<file path="config.mk">
export PLATFORM = sky130hd
export DESIGN_NAME = raster_timing_gen
export DESIGN_NICKNAME = d
export VERILOG_FILES = /design/src/rtl/raster_pkg.sv /design/src/rtl/raster_clk_div.sv /design/src/rtl/raster_hcount.sv /design/src/rtl/raster_vcount.sv /design/src/rtl/raster_timing_gen.sv
export SDC_FILE = /design/constraint.sdc
export NUM_CORES = 1
export LEC_CHECK = 0
export ABC_CLOCK_PERIOD_IN_PS = 2270
export BUFFER_PORTS_ARGS = -buffer_cell sky130_fd_sc_hd__buf_2
export CAP_MARGIN = 20
export CORE_AREA = 2 2 55 57
export CTS_CLUSTER_SIZE = 40
export DETAILED_ROUTE_END_ITERATION = 10
export DIE_AREA = 0 0 57 59
export HOLD_SLACK_MARGIN = 0.06
export PLACE_DENSITY = 0.71
export SLEW_MARGIN = 20
export SYNTH_ARGS = -nofsm -noshare
export SYNTH_HDL_FRONTEND = slang
export SYNTH_SLANG_ARGS = --single-unit
</file>
<file path="constraint.sdc">
create_clock -name clk_i -period 2.27 [get_ports clk_i]
set_input_delay 0.454 -clock clk_i [delete_from_list [all_inputs] [get_ports clk_i]]
set_output_delay 0.454 -clock clk_i [all_outputs]
set_load 0.03 [all_outputs]
</file>
<file path="src/rtl/raster_pkg.sv">
package raster_pkg;
  localparam int unsigned H_TOTAL_DEF    = 342;
  localparam int unsigned H_ACTIVE_DEF   = 256;
  localparam int unsigned V_ACTIVE_DEF   = 192;
  localparam int unsigned V_TOTAL_60_DEF = 262;
  localparam int unsigned V_TOTAL_50_DEF = 313;
  localparam int unsigned PIX_DIV_DEF    = 2;
  localparam int unsigned CPU_DIV_DEF    = 3;

  typedef enum logic {
    RATE_60 = 1'b0,
    RATE_50 = 1'b1
  } frame_rate_e;
endpackage

</file>
<file path="src/rtl/raster_clk_div.sv">
module raster_clk_div #(
  parameter int unsigned DIV     = 2,
  parameter int unsigned TICK_AT = 0,
  localparam int unsigned CW     = (DIV > 1) ? $clog2(DIV) : 1
) (
  input  logic clk_i,
  input  logic rst_ni,
  output logic tick_o
);
  logic [CW-1:0] cnt_q;

  always_ff @(posedge clk_i or negedge rst_ni) begin
    if (!rst_ni)                    cnt_q <= '0;
    else if (cnt_q == CW'(DIV - 1)) cnt_q <= '0;
    else                            cnt_q <= cnt_q + 1'b1;
  end

  assign tick_o = (cnt_q == CW'(TICK_AT));

  // a tick never lasts two cycles and recurs every DIV cycles
  p_tick_gap_r2: assert property (@(posedge clk_i) disable iff (!rst_ni)
    tick_o |=> !tick_o);
  p_tick_period_r3: assert property (@(posedge clk_i) disable iff (!rst_ni)
    tick_o |-> ##DIV tick_o);
endmodule

</file>
<file path="src/rtl/raster_hcount.sv">
module raster_hcount #(
  parameter int unsigned H_TOTAL  = 342,
  parameter int unsigned H_ACTIVE = 256,
  parameter int unsigned PIX_W    = 9
) (
  input  logic             clk_i,
  input  logic             rst_ni,
  input  logic             pix_en_i,
  output logic [PIX_W-1:0] pix_cnt_o,
  output logic             line_end_o,
  output logic             hblank_o
);
  localparam logic [PIX_W-1:0] PIX_LAST = PIX_W'(H_TOTAL - 1);
  localparam logic [PIX_W-1:0] PIX_VIS  = PIX_W'(H_ACTIVE);

  logic [PIX_W-1:0] pix_q;

  always_ff @(posedge clk_i or negedge rst_ni) begin
    if (!rst_ni) pix_q <= '0;
    else if (pix_en_i) begin
      if (pix_q == PIX_LAST) pix_q <= '0;
      else                   pix_q <= pix_q + 1'b1;
    end
  end

  assign line_end_o = pix_en_i && (pix_q == PIX_LAST);
  assign hblank_o   = (pix_q >= PIX_VIS);
  assign pix_cnt_o  = pix_q;

  p_pix_range_r4: assert property (@(posedge clk_i) disable iff (!rst_ni)
    pix_q <= PIX_LAST);
  p_pix_wrap_r4: assert property (@(posedge clk_i) disable iff (!rst_ni)
    line_end_o |=> (pix_q == '0));
  p_pix_hold_r4: assert property (@(posedge clk_i) disable iff (!rst_ni)
    !pix_en_i |=> $stable(pix_q));
endmodule

</file>
<file path="src/rtl/raster_vcount.sv">
module raster_vcount
  import raster_pkg::*;
#(
  parameter int unsigned V_ACTIVE   = 192,
  parameter int unsigned V_TOTAL_60 = 262,
  parameter int unsigned V_TOTAL_50 = 313,
  parameter int unsigned LINE_W     = 9
) (
  input  logic              clk_i,
  input  logic              rst_ni,
  input  logic              line_end_i,
  input  logic              rate_50_i,
  input  logic              stat_rd_i,
  output logic [LINE_W-1:0] line_cnt_o,
  output logic              irq_o,
  output logic              vblank_o
);
  localparam logic [LINE_W-1:0] LAST_60  = LINE_W'(V_TOTAL_60 - 1);
  localparam logic [LINE_W-1:0] LAST_50  = LINE_W'(V_TOTAL_50 - 1);
  localparam logic [LINE_W-1:0] VIS_LAST = LINE_W'(V_ACTIVE - 1);
  localparam logic [LINE_W-1:0] VIS_END  = LINE_W'(V_ACTIVE);

  logic [LINE_W-1:0] line_q;
  frame_rate_e       rate_q;
  logic              irq_q;
  logic [LINE_W-1:0] line_last;
  logic              frame_wrap;
  logic              irq_set;

  assign line_last  = (rate_q == RATE_50) ? LAST_50 : LAST_60;
  assign frame_wrap = line_end_i && (line_q == line_last);
  assign irq_set    = line_end_i && (line_q == VIS_LAST);

  // rate is latched only at the frame wrap
  always_ff @(posedge clk_i or negedge rst_ni) begin
    if (!rst_ni) begin
      line_q <= '0;
      rate_q <= RATE_60;
    end else if (frame_wrap) begin
      line_q <= '0;
      rate_q <= rate_50_i ? RATE_50 : RATE_60;
    end else if (line_end_i) begin
      line_q <= line_q + 1'b1;
    end
  end

  // set wins over a coincident status read
  always_ff @(posedge clk_i or negedge rst_ni) begin
    if (!rst_ni)        irq_q <= 1'b0;
    else if (irq_set)   irq_q <= 1'b1;
    else if (stat_rd_i) irq_q <= 1'b0;
  end

  assign line_cnt_o = line_q;
  assign irq_o      = irq_q;
  assign vblank_o   = (line_q >= VIS_END);

  p_line_range_r6: assert property (@(posedge clk_i) disable iff (!rst_ni)
    line_q <= LAST_50);
  p_line_60_r6: assert property (@(posedge clk_i) disable iff (!rst_ni)
    (rate_q == RATE_60) |-> (line_q <= LAST_60));
  p_rate_hold_r10: assert property (@(posedge clk_i) disable iff (!rst_ni)
    (line_q != '0) |-> $stable(rate_q));
  p_irq_rise_r8: assert property (@(posedge clk_i) disable iff (!rst_ni)
    $rose(vblank_o) |-> irq_q);
  p_irq_hold_r8: assert property (@(posedge clk_i) disable iff (!rst_ni)
    (irq_q && !stat_rd_i) |=> irq_q);
endmodule

</file>
<file path="src/rtl/raster_timing_gen.sv">
module raster_timing_gen
  import raster_pkg::*;
#(
  parameter int unsigned H_TOTAL    = H_TOTAL_DEF,
  parameter int unsigned H_ACTIVE   = H_ACTIVE_DEF,
  parameter int unsigned V_ACTIVE   = V_ACTIVE_DEF,
  parameter int unsigned V_TOTAL_60 = V_TOTAL_60_DEF,
  parameter int unsigned V_TOTAL_50 = V_TOTAL_50_DEF,
  parameter int unsigned PIX_DIV    = PIX_DIV_DEF,
  parameter int unsigned CPU_DIV    = CPU_DIV_DEF,
  localparam int unsigned PIX_W     = $clog2(H_TOTAL),
  localparam int unsigned LINE_W    = $clog2(V_TOTAL_50)
) (
  input  logic              clk_i,
  input  logic              rst_ni,
  input  logic              mode_50hz_i,
  input  logic              stat_rd_i,
  output logic              pix_en_o,
  output logic              cpu_clk_o,
  output logic [PIX_W-1:0]  pix_cnt_o,
  output logic [LINE_W-1:0] line_cnt_o,
  output logic              active_o,
  output logic              hblank_o,
  output logic              vblank_o,
  output logic              irq_o,
  output logic              mem_free_o,
  output logic              line_start_o,
  output logic              frame_start_o
);
  logic line_end;

  raster_clk_div #(.DIV(PIX_DIV), .TICK_AT(PIX_DIV - 1)) u_pix_div (
    .clk_i  (clk_i),
    .rst_ni (rst_ni),
    .tick_o (pix_en_o)
  );

  raster_clk_div #(.DIV(CPU_DIV), .TICK_AT(0)) u_cpu_div (
    .clk_i  (clk_i),
    .rst_ni (rst_ni),
    .tick_o (cpu_clk_o)
  );

  raster_hcount #(
    .H_TOTAL  (H_TOTAL),
    .H_ACTIVE (H_ACTIVE),
    .PIX_W    (PIX_W)
  ) u_hcount (
    .clk_i      (clk_i),
    .rst_ni     (rst_ni),
    .pix_en_i   (pix_en_o),
    .pix_cnt_o  (pix_cnt_o),
    .line_end_o (line_end),
    .hblank_o   (hblank_o)
  );

  raster_vcount #(
    .V_ACTIVE   (V_ACTIVE),
    .V_TOTAL_60 (V_TOTAL_60),
    .V_TOTAL_50 (V_TOTAL_50),
    .LINE_W     (LINE_W)
  ) u_vcount (
    .clk_i      (clk_i),
    .rst_ni     (rst_ni),
    .line_end_i (line_end),
    .rate_50_i  (mode_50hz_i),
    .stat_rd_i  (stat_rd_i),
    .line_cnt_o (line_cnt_o),
    .irq_o      (irq_o),
    .vblank_o   (vblank_o)
  );

  assign active_o      = !hblank_o && !vblank_o;
  assign mem_free_o    = !active_o;
  assign line_start_o  = pix_en_o && (pix_cnt_o == '0);
  assign frame_start_o = line_start_o && (line_cnt_o == '0);

  p_free_vblank_r9: assert property (@(posedge clk_i) disable iff (!rst_ni)
    vblank_o |-> mem_free_o);
  p_free_hblank_r9: assert property (@(posedge clk_i) disable iff (!rst_ni)
    hblank_o |-> mem_free_o);
  p_frame_pulse_r11: assert property (@(posedge clk_i) disable iff (!rst_ni)
    frame_start_o |=> !frame_start_o);
  p_frame_line0_r11: assert property (@(posedge clk_i) disable iff (!rst_ni)
    frame_start_o |-> (line_cnt_o == '0) && (pix_cnt_o == '0));
endmodule

</file>
Word level (Yosys, flattened, before mapping)
Index checks and enable logic that the tools add are counted.
Widths: inputs -> output; s select.
- bits in registers: 23
- input port bits: 4
- output and inout bits: 27
- logic and storage cells: 39
- $add $sub $neg: 4
- $lt $le $gt $ge: 2
- equality and inequality tests: 4
- multiplexer cells: 9
- reduce and logical (&&, ||, !) cells: 14
- operators with widths (cell ; count):
    $mux 9 ; 3
    $add 9x1->9 const B ; 2
    $logic_not 9->1 ; 2
    $eq 9x8->1 const B ; 1
    $eq 9x9->1 ; 1
    $eq 9x9->1 const B ; 1
    $ge 9x8->1 const B ; 1
    $ge 9x9->1 const B ; 1
    $logic_and 1x1->1 ; 6
    $mux 6 ; 1
    $mux 1 ; 4
    $reduce_bool 2->1 ; 2
    $logic_not 1->1 ; 3
    $add 2x1->2 const B ; 1
    $eq 2x2->1 const B ; 1
    $logic_not 2->1 ; 1
    $mux 2 ; 1
    $add 1x1->1 const B ; 1

Depth between registers and ports, before layout
Gate-level depths: netlist of run 1.
- depth in word-level cells: 4
- depth in mapped cells: 7
- mapped depth without buffers: 6

Modules after synthesis
From an unflattened synthesis of run 1, not the netlist that was laid out.
- cell total of the unflattened synthesis: 121
- area total of the unflattened synthesis: 1275.0 um2
- modules (own cells, without submodules) (module ; times used ; cells each ; area an instance (um2) ; seq. area each (um2)):
    raster_vcount ; 1 ; 59 ; 618.1 ; 275.3
    raster_hcount ; 1 ; 47 ; 496.7 ; 225.2
    raster_clk_div at u_cpu_div ; 1 ; 4 ; 67.6 ; 50.0
    raster_timing_gen ; 1 ; 9 ; 63.8 ; 0.0
    raster_clk_div at u_pix_div ; 1 ; 2 ; 28.8 ; 25.0

Worst setup path after synthesis of run 1
Ideal clock, no wire load.
- path type: register -> output
- from: reg u_pix_div.cnt_q, in the netlist u_pix_div.tick_o
- to: out frame_start_o
- arrival: 2.498 ns
- data required time: 1.816 ns
- slack: -0.682 ns
- cell stages (with the launch flop): 6
- path buffers: 2
- cells stage by stage: dfrtp_1 buf_4 or4b_1 buf_2 nor3_1 and4_1
- cells in the longest elaborated chain, start to end: 2
- ends and longest elaborated chain (item ; line ; source):
    from (decl) ; raster_clk_div.sv:10 ; logic [CW-1:0] cnt_q;
    from (signal assigned) ; raster_clk_div.sv:15 ; else cnt_q <= cnt_q + 1'b1;
    $logic_and 1x1->1 ; raster_timing_gen.sv:75 ; assign line_start_o = pix_en_o && (pix_cnt_o == '0);
    via line_start_o ; raster_timing_gen.sv:27 ; output logic line_start_o,
    $logic_and 1x1->1 ; raster_timing_gen.sv:76 ; assign frame_start_o = line_start_o && (line_cnt_o == '0);
    to (decl) ; raster_timing_gen.sv:28 ; output logic frame_start_o
The timed path passes the listed nets, and every way through them passes these cells.

Final worst setup path of run 1
- from: reg u_hcount.pix_q[2], in the netlist u_hcount.pix_cnt_o[2]
- to: out frame_start_o
- cells in the longest elaborated chain, start to end: 3
- ends and longest elaborated chain (item ; line ; source):
    from (decl) ; raster_hcount.sv:16 ; logic [PIX_W-1:0] pix_q;
    from (signal assigned) ; raster_hcount.sv:22 ; else pix_q <= pix_q + 1'b1;
    $logic_not 9->1 ; raster_timing_gen.sv:75 ;
    $logic_and 1x1->1 ; raster_timing_gen.sv:75 ;
    $logic_and 1x1->1 ; raster_timing_gen.sv:76 ;
No other way between the ends.

==> results of run 1 <==
-- metal layers --
metal | GRT usage [%] | up-vias | share of wire [%]
met5 | 0 | - | 0
met4 | 6.98 | 0 | 0.90
met3 | 2.18 | 4 | 4.8
met2 | 29.4 | 32 | 49
met1 | 22.1 | 494 | 46
li1 | - | 507 | -
-- kinds of logic after synthesis --
| logic type | after synthesis | share of synthesized area, % |
|---|---|---|
| buf+inv | 15 | 5.67 |
| fa+ha+maj | 5 | 5.15 |
| mux | 2 | 1.75 |
| simple gates | 57 | 25.1 |
| compound gates | 9 | 5.57 |
| flops | 23 | 47.4 |
| xor+xnor | 13 | 9.38 |
-- report_power, final --
group,total (uW),switching (uW),internal (uW)
clock network,191,122,68.6
registers,410,0.0000000000000350,410
logic,9.69,7.86,1.83
total,610,130,480
-- timing repair --
item,CTS,global route
buffers inserted,4,2
endpoints found under the setup margin,1,2
pin swaps,3,0
hold endpoints to repair,0,0
resized for setup,4,3
-- final timing paths --
path	depth (start not counted)	startpoint	endpoint
worst max-delay path	4	u_hcount.pix_cnt_o[2]	frame_start_o
worst min-delay path	1	rst_ni	u_vcount.line_cnt_o[7]
worst max register to register	4	u_hcount.pix_cnt_o[5]	u_vcount.rate_q
worst min register to register	1	u_cpu_div.cnt_q[0]	u_cpu_div.cnt_q[0]
max in group asynchronous	1	rst_ni	u_hcount.pix_cnt_o[2]
min in group clk_i	2	stat_rd_i	u_vcount.irq_o
-- area by class of cell --
cell class / count / area, um^2
multi-input cells: 86 / 594
well taps: 31 / 38.8
repair buffers: 42 / 253
clock buffers: 4 / 26.3
flip-flops and latches: 23 / 581
inverters: 10 / 37.5
fillers: 262 / 1180
-- flip-flops by register name, summed over array words and instances, names as in the netlist --
register             flops
u_cpu_div.cnt_q          2
u_vcount.rate_q          1
u_pix_div.tick_o         1
u_hcount.pix_cnt_o       9
u_vcount.line_cnt_o      9
u_vcount.irq_o           1
-- Yosys cell counts, drive strengths merged (3+ instances only) --
cell type,n
or2,3
o21ai,3
ha,5
nor4,5
xnor2,6
buf,3
nor3,3
inv,10
nand3,7
dfrtp,23
xor2,7
nor2,13
or4,3
nand2,10
-- per-stage QoR --
stage               std cells  TNS [ps]
global placement          186         0
global route              196     -85.8
floorplan                 124      -140
finish                    196     -26.4
detailed placement        186         0
CTS                       194     -18.3
==> metrics.txt, run 1 <==
flops & latches, synth 23; number of nets in the layout 175; floorplan die width 57 um; final count of negative-setup-slack endpoints 1; Arrival @ worst endpoint 1840 ps; Min Clock Period, post-route 2300 ps; number of CTS-inserted buffers 3; mean post-synth cell area 9.79 um^2; area added between synthesis and finish 26.1%; number of buffers added to fix hold violations after cts 0; DRC marker count from the first detailed-route iteration 15; largest net degree at the start of global routing 24; detailed-route vias per instance 5.29; post-route clock skew 2.95 ps; post-detailed-routing wire length between 2 and 3 mm; most frequently used flop master after synthesis dfrtp_1; most frequent standard cell in the layout excluding fill and tap cells buf_2; relative slew slack 66.8%; Clock Tree Root clkbuf_4; global route total overflow 0; number of remaining DRC errors 0; utilization after layout 56.5%; # port buffers 30; proportion of netlist area held by the largest area contributor 47.4%; buffer and inverter count on the worst path 1; sequential area share after synthesis 47.4%; clock tree from TritonCTS built; Pre-Repair DR Iteration Count 4; Slew Limit Fails 0; power per cell area 399 nW/um^2; global-route wire length before repair 4.50 mm; number of levels in the clock H-tree 1; Antenna Diode Count 0; share of flip-flops with an asynchronous set or reset after synthesis 100%; Slowest cell on crit path or4_4; final setup margin -26.4 ps; crit share post-route 101%; die span in y 59 um; largest stage delay on the critical path 550 ps; ordered list of cells on the worst path or4_4, nor3_4, and4_4, buf_6; Total GRT Usage 17.1%; Peak supply drop approximately 320 uV; area of all placed cells without fillers 1530 um^2; overall die area 3360 um^2; critical path class reg2out; Max FO, Critical Path 2; final estimated routing congestion in global placement 0.792; worst hold slack 86.8 ps; Worst Setup End Kind output pin; number of buffers on the longest clock path 2; total power just over 600 uW; later-pin clock latency in the skew report just over 300 ps; data required time of the critical path 1820 ps; FP Rows 19; Yosys cell types 33; register clock-pin slew on the reported worst setup and hold paths 130 ps; setup repair after global routing missed its margin yes; post-place instance area 1440 um^2; # clock sinks 23; antenna violations before repair 0; pre-CTS setup slack a little under 100 ps; kind of cell adding the most delay to the critical path simple AND/OR/NAND/NOR gates; leading area contributor after synthesis dfrtp_1; vias post-DR 1,037; commonest non-fill, non-tap cells in the layout buf_2, dfrtp_1, nor2_1; leakage power figure 0.000750 uW; fraction of layout cells with a size suffix above 1 35.8%; remaining antenna violation count 0; top area cells in the synthesized netlist dfrtp_1, ha_1, xor2_1, xnor2_1, nor2_1; status complete, but fails checks; worst setup slack for register-to-register paths 90 ps; DP HPWL approximately 2 mm; Worst Tran Pin Value 499 ps; failing checks setup timing; Final Hold Viols 0; startpoint types flop; max-cap viol count 0; wire length per cell after detailed routing 13.6 um; warning count from the yosys run 0; initial standard-cell utilization of the core 44.8%; f_max 435 MHz; Core ar. 2710 um^2; via count of the first global-routing pass a little under 1,000; cell count after synthesis 124; worst hold-check path type in2async; syn nets 133; number of enable flip-flop cells after synthesis 0; netlist area before placement 1210 um^2; top-level port count 31
(Power assumes the default switching activity.)
==> run 2: changes to the inputs <==
--- a/config.mk
+++ b/config.mk
@@ -14,6 +14,7 @@
 export DIE_AREA = 0 0 57 59
 export HOLD_SLACK_MARGIN = 0.06
 export PLACE_DENSITY = 0.71
+export SKIP_CTS_REPAIR_TIMING = 1
 export SLEW_MARGIN = 20
 export SYNTH_ARGS = -nofsm -noshare
 export SYNTH_HDL_FRONTEND = slang
==> run 2 against run 1 <==
  * The flow still finishes with violations (setup timing)
  * Utilization is 0.51 points lower
  * Hold slack better by 0.82 ps
  * Sequential power hardly changed
  * Register-to-register slack worse by 30 ps
  * Total power is 0.14% higher
  * Routed wire length is 0.49% higher
  * Flip-flop and latch count stayed put
  * Critical path type unchanged
  * Highest routed layer unchanged
==> metrics.txt, run 2 (synthesized netlist as in run 1, its figures left out) <==
Filler Cells Inserted 264 (was 262); number of buffers on the longest clock path 2 (unchanged); overall die area 3360 um^2 (unchanged); most frequent standard cell in the layout excluding fill and tap cells buf_2 (unchanged); number of CTS-inserted buffers 3 (unchanged); DP HPWL 1.99 mm (unchanged); relative slew slack 66.4% (was 66.8%); Pre-Repair DR Iteration Count 4 (unchanged); leakage power figure 0.000739 uW (was 0.000750 uW); max-cap viol count 0 (unchanged); global-route met3 utilization 2.18% (unchanged); Antenna Diode Count 0 (unchanged); global-route wire length before repair 4.40 mm (was 4.50 mm); met1 global-route usage 21.9% (was 22.1%); Max FO, Critical Path 6 (was 2); setup repair after global routing missed its margin yes (unchanged); Arrival @ worst endpoint 1870 ps (was 1840 ps); f_max 430 MHz (was 435 MHz); final setup margin -53.1 ps (was -26.4 ps); crit share post-route 102% (was 101%); largest net degree at the start of global routing 24 (unchanged); final estimated routing congestion in global placement 0.792 (unchanged); top-level port count 31 (unchanged); Finished Layout Cells 194 (was 196); die span in y 59 um (unchanged); final count of negative-setup-slack endpoints 1 (unchanged); later-pin clock latency in the skew report 310 ps (about the same); number of levels in the clock H-tree 1 (unchanged); status complete, but fails checks (unchanged); met2 Track Usage GR 28.2% (was 29.4%); area of all placed cells without fillers 1520 um^2 (was 1530 um^2); DRC marker count from the first detailed-route iteration 15 (unchanged); number of nets in the layout 173 (was 175); worst hold-check path type in2async (unchanged); Peak supply drop 326 uV (was 325 uV); post-route clock skew 2.62 ps (was 2.95 ps); number of remaining DRC errors 0 (unchanged); Slew Limit Fails 0 (unchanged); critical path class reg2out (unchanged); commonest non-fill, non-tap cells in the layout buf_2, dfrtp_1, nor2_1 (unchanged); GRT Max-Usage Layer met2 (unchanged); post-place instance area 1440 um^2 (unchanged); Total GRT Usage 16.8% (was 17.1%); wire length per cell after detailed routing 13.8 um (was 13.6 um); antenna violations before repair 0 (unchanged); startpoint types flop (unchanged); detailed-route vias per instance 5.35 (was 5.29); Placed Cells 186 (unchanged); vias post-DR 1,037 (unchanged); FP Rows 19 (unchanged); Worst Setup End Kind output pin (unchanged); via count of the first global-routing pass 961 (was 987); register clock-pin slew on the reported worst setup and hold paths 130 ps (about the same); # port buffers 30 (unchanged); remaining antenna violation count 0 (unchanged); Worst Tran Pin Value 503 ps (was 499 ps); fraction of layout cells with a size suffix above 1 35.6% (was 35.8%); area added between synthesis and finish 24.9% (was 26.1%); power per cell area 403 nW/um^2 (was 399 nW/um^2); failing checks setup timing (unchanged); floorplan die width 57 um (unchanged); data required time of the critical path 1820 ps (about the same); Final Hold Viols 0 (unchanged); initial standard-cell utilization of the core 44.8% (unchanged); Core ar. 2710 um^2 (unchanged); clock tree from TritonCTS built (unchanged); utilization after layout 56.0% (was 56.5%); post-detailed-routing wire length 2.68 mm (was 2.67 mm); # clock sinks 23 (unchanged); global route total overflow 0 (unchanged); Min Clock Period, post-route 2320 ps (was 2300 ps); Clock Tree Root clkbuf_4 (unchanged)
-- run 2: cell types whose count changed in the layout (fill, tap and decap cells not counted), sizes merged --
cell  before  now
buf       42   40
-- run 2: cell type report --
class	instances	area [um^2]	share of cell area, %
Sequential cell	23	582	38.4
Multi-Input combinational cell	86	594	39.2
Clock buffer	4	26.3	1.73
Timing Repair Buffer	40	238	15.7
Tap cell	31	38.8	2.56
Inverter	10	37.5	2.48
-- run 2: worst paths after layout --
| check | slack, ps | cells past startpoint | end | start |
|---|---|---|---|---|
| worst max-delay path | -50 | 4 | frame_start_o | u_hcount.pix_cnt_o[3] |
| worst min-delay path | 90 | 1 | u_vcount.line_cnt_o[7] | rst_ni |
| worst max register to register | 60 | 4 | u_vcount.rate_q | u_hcount.pix_cnt_o[3] |
| worst min register to register | 430 | 1 | u_cpu_div.cnt_q[0] | u_cpu_div.cnt_q[0] |
| max in group asynchronous | 1810 | 1 | u_hcount.pix_cnt_o[2] | rst_ni |
| min in group clk_i | 330 | 2 | u_vcount.irq_o | stat_rd_i |
-- run 2: layer usage --
metal / wire length (um) / vias to the layer above
met5: 0 / -
met4: 26 / 0
met3: 149 / 4
met2: 1290 / 38
met1: 1210 / 494
li1: - / 501
-- run 2: where the power goes --
group | switching [uW] | total [uW] | internal (uW) | leakage [uW]
Clock | 123 | 192 | 68.6 | 0.0000150
Combinational | 7.94 | 9.77 | 1.83 | 0.000425
Sequential | 0.0000000000000350 | 410 | 410 | 0.000299
-- run 2: critical path, stage by stage (launching register included) --
cell and delay, ps:
dfrtp_2 440, or4b_4 590, nor3_4 170, and4_4 230
buf_6 120
-- run 2: stage by stage --
stage | power [uW] | TNS, ps | setup slack (ps) | hold WS, ps
floorplan | 418 | -140 | -82.5 | 158
global placement | 428 | 0 | 149 | 411
detailed placement | 428 | 0 | 97.0 | 414
CTS | 615 | -153 | -153 | 105
global route | 635 | -138 | -108 | 119
finish | 611 | -53.1 | -53.1 | 87.7
==> run 3: changes to the inputs <==
--- a/config.mk
+++ b/config.mk
@@ -14,6 +14,7 @@
 export DIE_AREA = 0 0 57 59
 export HOLD_SLACK_MARGIN = 0.06
 export PLACE_DENSITY = 0.71
+export SETUP_SLACK_MARGIN = 0.15
 export SKIP_CTS_REPAIR_TIMING = 1
 export SLEW_MARGIN = 20
 export SYNTH_ARGS = -nofsm -noshare
==> run 3 against run 2 <==
  * The flow still finishes with violations (setup timing)
  * Global-route usage is 1.3 points higher
  * Register-to-register slack gained 20 ps
  * Design area increased by 0.99%
  * Count of clock-buffer cells in the layout fell by 1
  * Clock skew rose by 5.3 ps
  * Critical path depth unchanged
  * Routed wire length unchanged
==> metrics.txt, run 3 (synthesized netlist as in run 1, its figures left out) <==
number of CTS-inserted buffers 3 (unchanged); vias post-DR 1,051 (was 1,037); worst hold-check path type in2async (unchanged); status complete, but fails checks (unchanged); max-cap viol count 0 (unchanged); later-pin clock latency in the skew report 320 ps (was 310 ps); number of nets in the layout 174 (was 173); Peak supply drop 383 uV (was 326 uV); final setup margin -48.9 ps (was -53.1 ps); flip-flop and latch area 582 um^2 (unchanged); Worst Tran Pin Value 504 ps (was 503 ps); # port buffers 30 (unchanged); post-route clock skew 7.88 ps (was 2.62 ps); antenna violations before repair 0 (unchanged); final estimated routing congestion in global placement 0.828 (was 0.792); worst hold slack 87.5 ps (was 87.7 ps); pre-CTS setup slack 108 ps (was 97.0 ps); critical path class reg2out (unchanged); commonest non-fill, non-tap cells in the layout buf_2, dfrtp_1, nor2_1 (unchanged); largest stage delay on the critical path 580 ps (was 590 ps); DRC marker count from the first detailed-route iteration 30 (was 15); die span in y 59 um (unchanged); power per cell area 398 nW/um^2 (was 403 nW/um^2); Clock Tree Root clkbuf_4 (unchanged); floorplan die width 57 um (unchanged); relative slew slack 66.1% (was 66.4%); setup repair after global routing missed its margin yes (unchanged); post-detailed-routing wire length 2.68 mm (unchanged); crit share post-route 102% (about the same); ordered list of cells on the worst path or4b_4, nor3_4, and4_4, buf_6 (unchanged); number of levels in the clock H-tree 1 (unchanged); Placed Cells 186 (unchanged); buffer and inverter count on the worst path 1 (unchanged); kind of cell adding the most delay to the critical path simple AND/OR/NAND/NOR gates (unchanged); clock tree from TritonCTS built (unchanged); Core ar. 2710 um^2 (unchanged); Filler Cells Inserted 264 (unchanged); most frequent standard cell in the layout excluding fill and tap cells buf_2 (unchanged); data required time of the critical path 1820 ps (about the same); Final Hold Viols 0 (unchanged); Arrival @ worst endpoint 1860 ps (was 1870 ps); leakage power figure 0.000746 uW (was 0.000739 uW); initial standard-cell utilization of the core 44.8% (unchanged); global-route wire length before repair 4.66 mm (was 4.40 mm); FP Rows 19 (unchanged); Max FO, Critical Path 4 (was 6); overall die area 3360 um^2 (unchanged); fraction of layout cells with a size suffix above 1 37.2% (was 35.6%); number of remaining DRC errors 0 (unchanged); summed negative setup slack over all endpoints -48.9 ps (was -53.1 ps); largest net degree at the start of global routing 24 (unchanged); via count of the first global-routing pass 1,002 (was 961); DP HPWL 1.94 mm (was 1.99 mm); Finished Layout Cells 195 (was 194); detailed-route vias per instance 5.39 (was 5.35); top-level port count 31 (unchanged); register clock-pin slew on the reported worst setup and hold paths 130 ps (about the same); Min Clock Period, post-route 2320 ps (about the same); Worst Setup End Kind output pin (unchanged); Antenna Diode Count 0 (unchanged); multi-input gate area in the final layout 601 um^2 (was 594 um^2); final count of negative-setup-slack endpoints 1 (unchanged); # clock sinks 23 (unchanged); failing checks setup timing (unchanged); startpoint types flop (unchanged); wire length per cell after detailed routing 13.7 um (was 13.8 um); remaining antenna violation count 0 (unchanged); area added between synthesis and finish 26.2% (was 24.9%); Slowest cell on crit path or4b_4 (unchanged); Slew Limit Fails 0 (unchanged); Pre-Repair DR Iteration Count 4 (unchanged); Total GRT Usage 18.1% (was 16.8%); f_max 431 MHz (was 430 MHz); number of buffers on the longest clock path 2 (unchanged); global route total overflow 0 (unchanged)
[run 3: changes by cell type in the layout (fill, tap and decap cells not counted)]
cell / before / now
buf_4: 10 / 11
clkbuf_1: 1 / 0
clkinv_2: 0 / 1
nor4_1: 5 / 4
nor4_2: 0 / 1
[run 3: layout make-up]
class | instances | share of cell area [%]
inverters | 10 | 2.45
clock buffers | 3 | 1.47
well taps | 31 | 2.53
repair buffers | 41 | 16.0
clock inverters | 1 | 0.327
flip-flops and latches | 23 | 38.0
multi-input cells | 86 | 39.2
[run 3: final timing paths]
| kind | startpoint | to | slack [ps] | cells after the start |
|---|---|---|---|---|
| hold / removal | rst_ni | u_hcount.pix_cnt_o[8] | 90 | 1 |
| hold reg to reg | u_cpu_div.cnt_q[0] | u_cpu_div.cnt_q[0] | 430 | 1 |
| min in group clk_i | stat_rd_i | u_vcount.irq_o | 320 | 2 |
| max in group asynchronous | rst_ni | u_pix_div.tick_o | 1820 | 1 |
| setup / recovery | u_hcount.pix_cnt_o[3] | frame_start_o | -50 | 4 |
| setup reg to reg | u_hcount.pix_cnt_o[3] | u_vcount.rate_q | 80 | 4 |
[run 3: metal layers]
metal / wire length [um] / up-vias / track usage (%)
met5: 0 / - / 0
met4: 50 / 0 / 5.65
met3: 178 / 6 / 5.02
met2: 1300 / 48 / 29.7
met1: 1150 / 496 / 23.4
li1: - / 501 / -
[run 3: per-stage QoR]
step	cell area [um^2]	total power [uW]	utilization, %
finish	1530	610	56.5
global route	1530	642	56.5
CTS	1470	622	54.2
detailed placement	1440	428	53.2
global placement	1440	428	53.2
floorplan	1250	418	-
[run 3: where the power goes]
part	total, uW	internal, uW	switching [uW]
clock network	191	66.0	125
logic	9.80	1.83	7.96
registers	410	410	0.0000000000000360
[run 3: worst reg2reg max path: stages, from the launching register on]
cell and delay (ps):
dfrtp_2 440, or4b_4 580, or3_1 490, a211oi_4 240, mux2_4 330
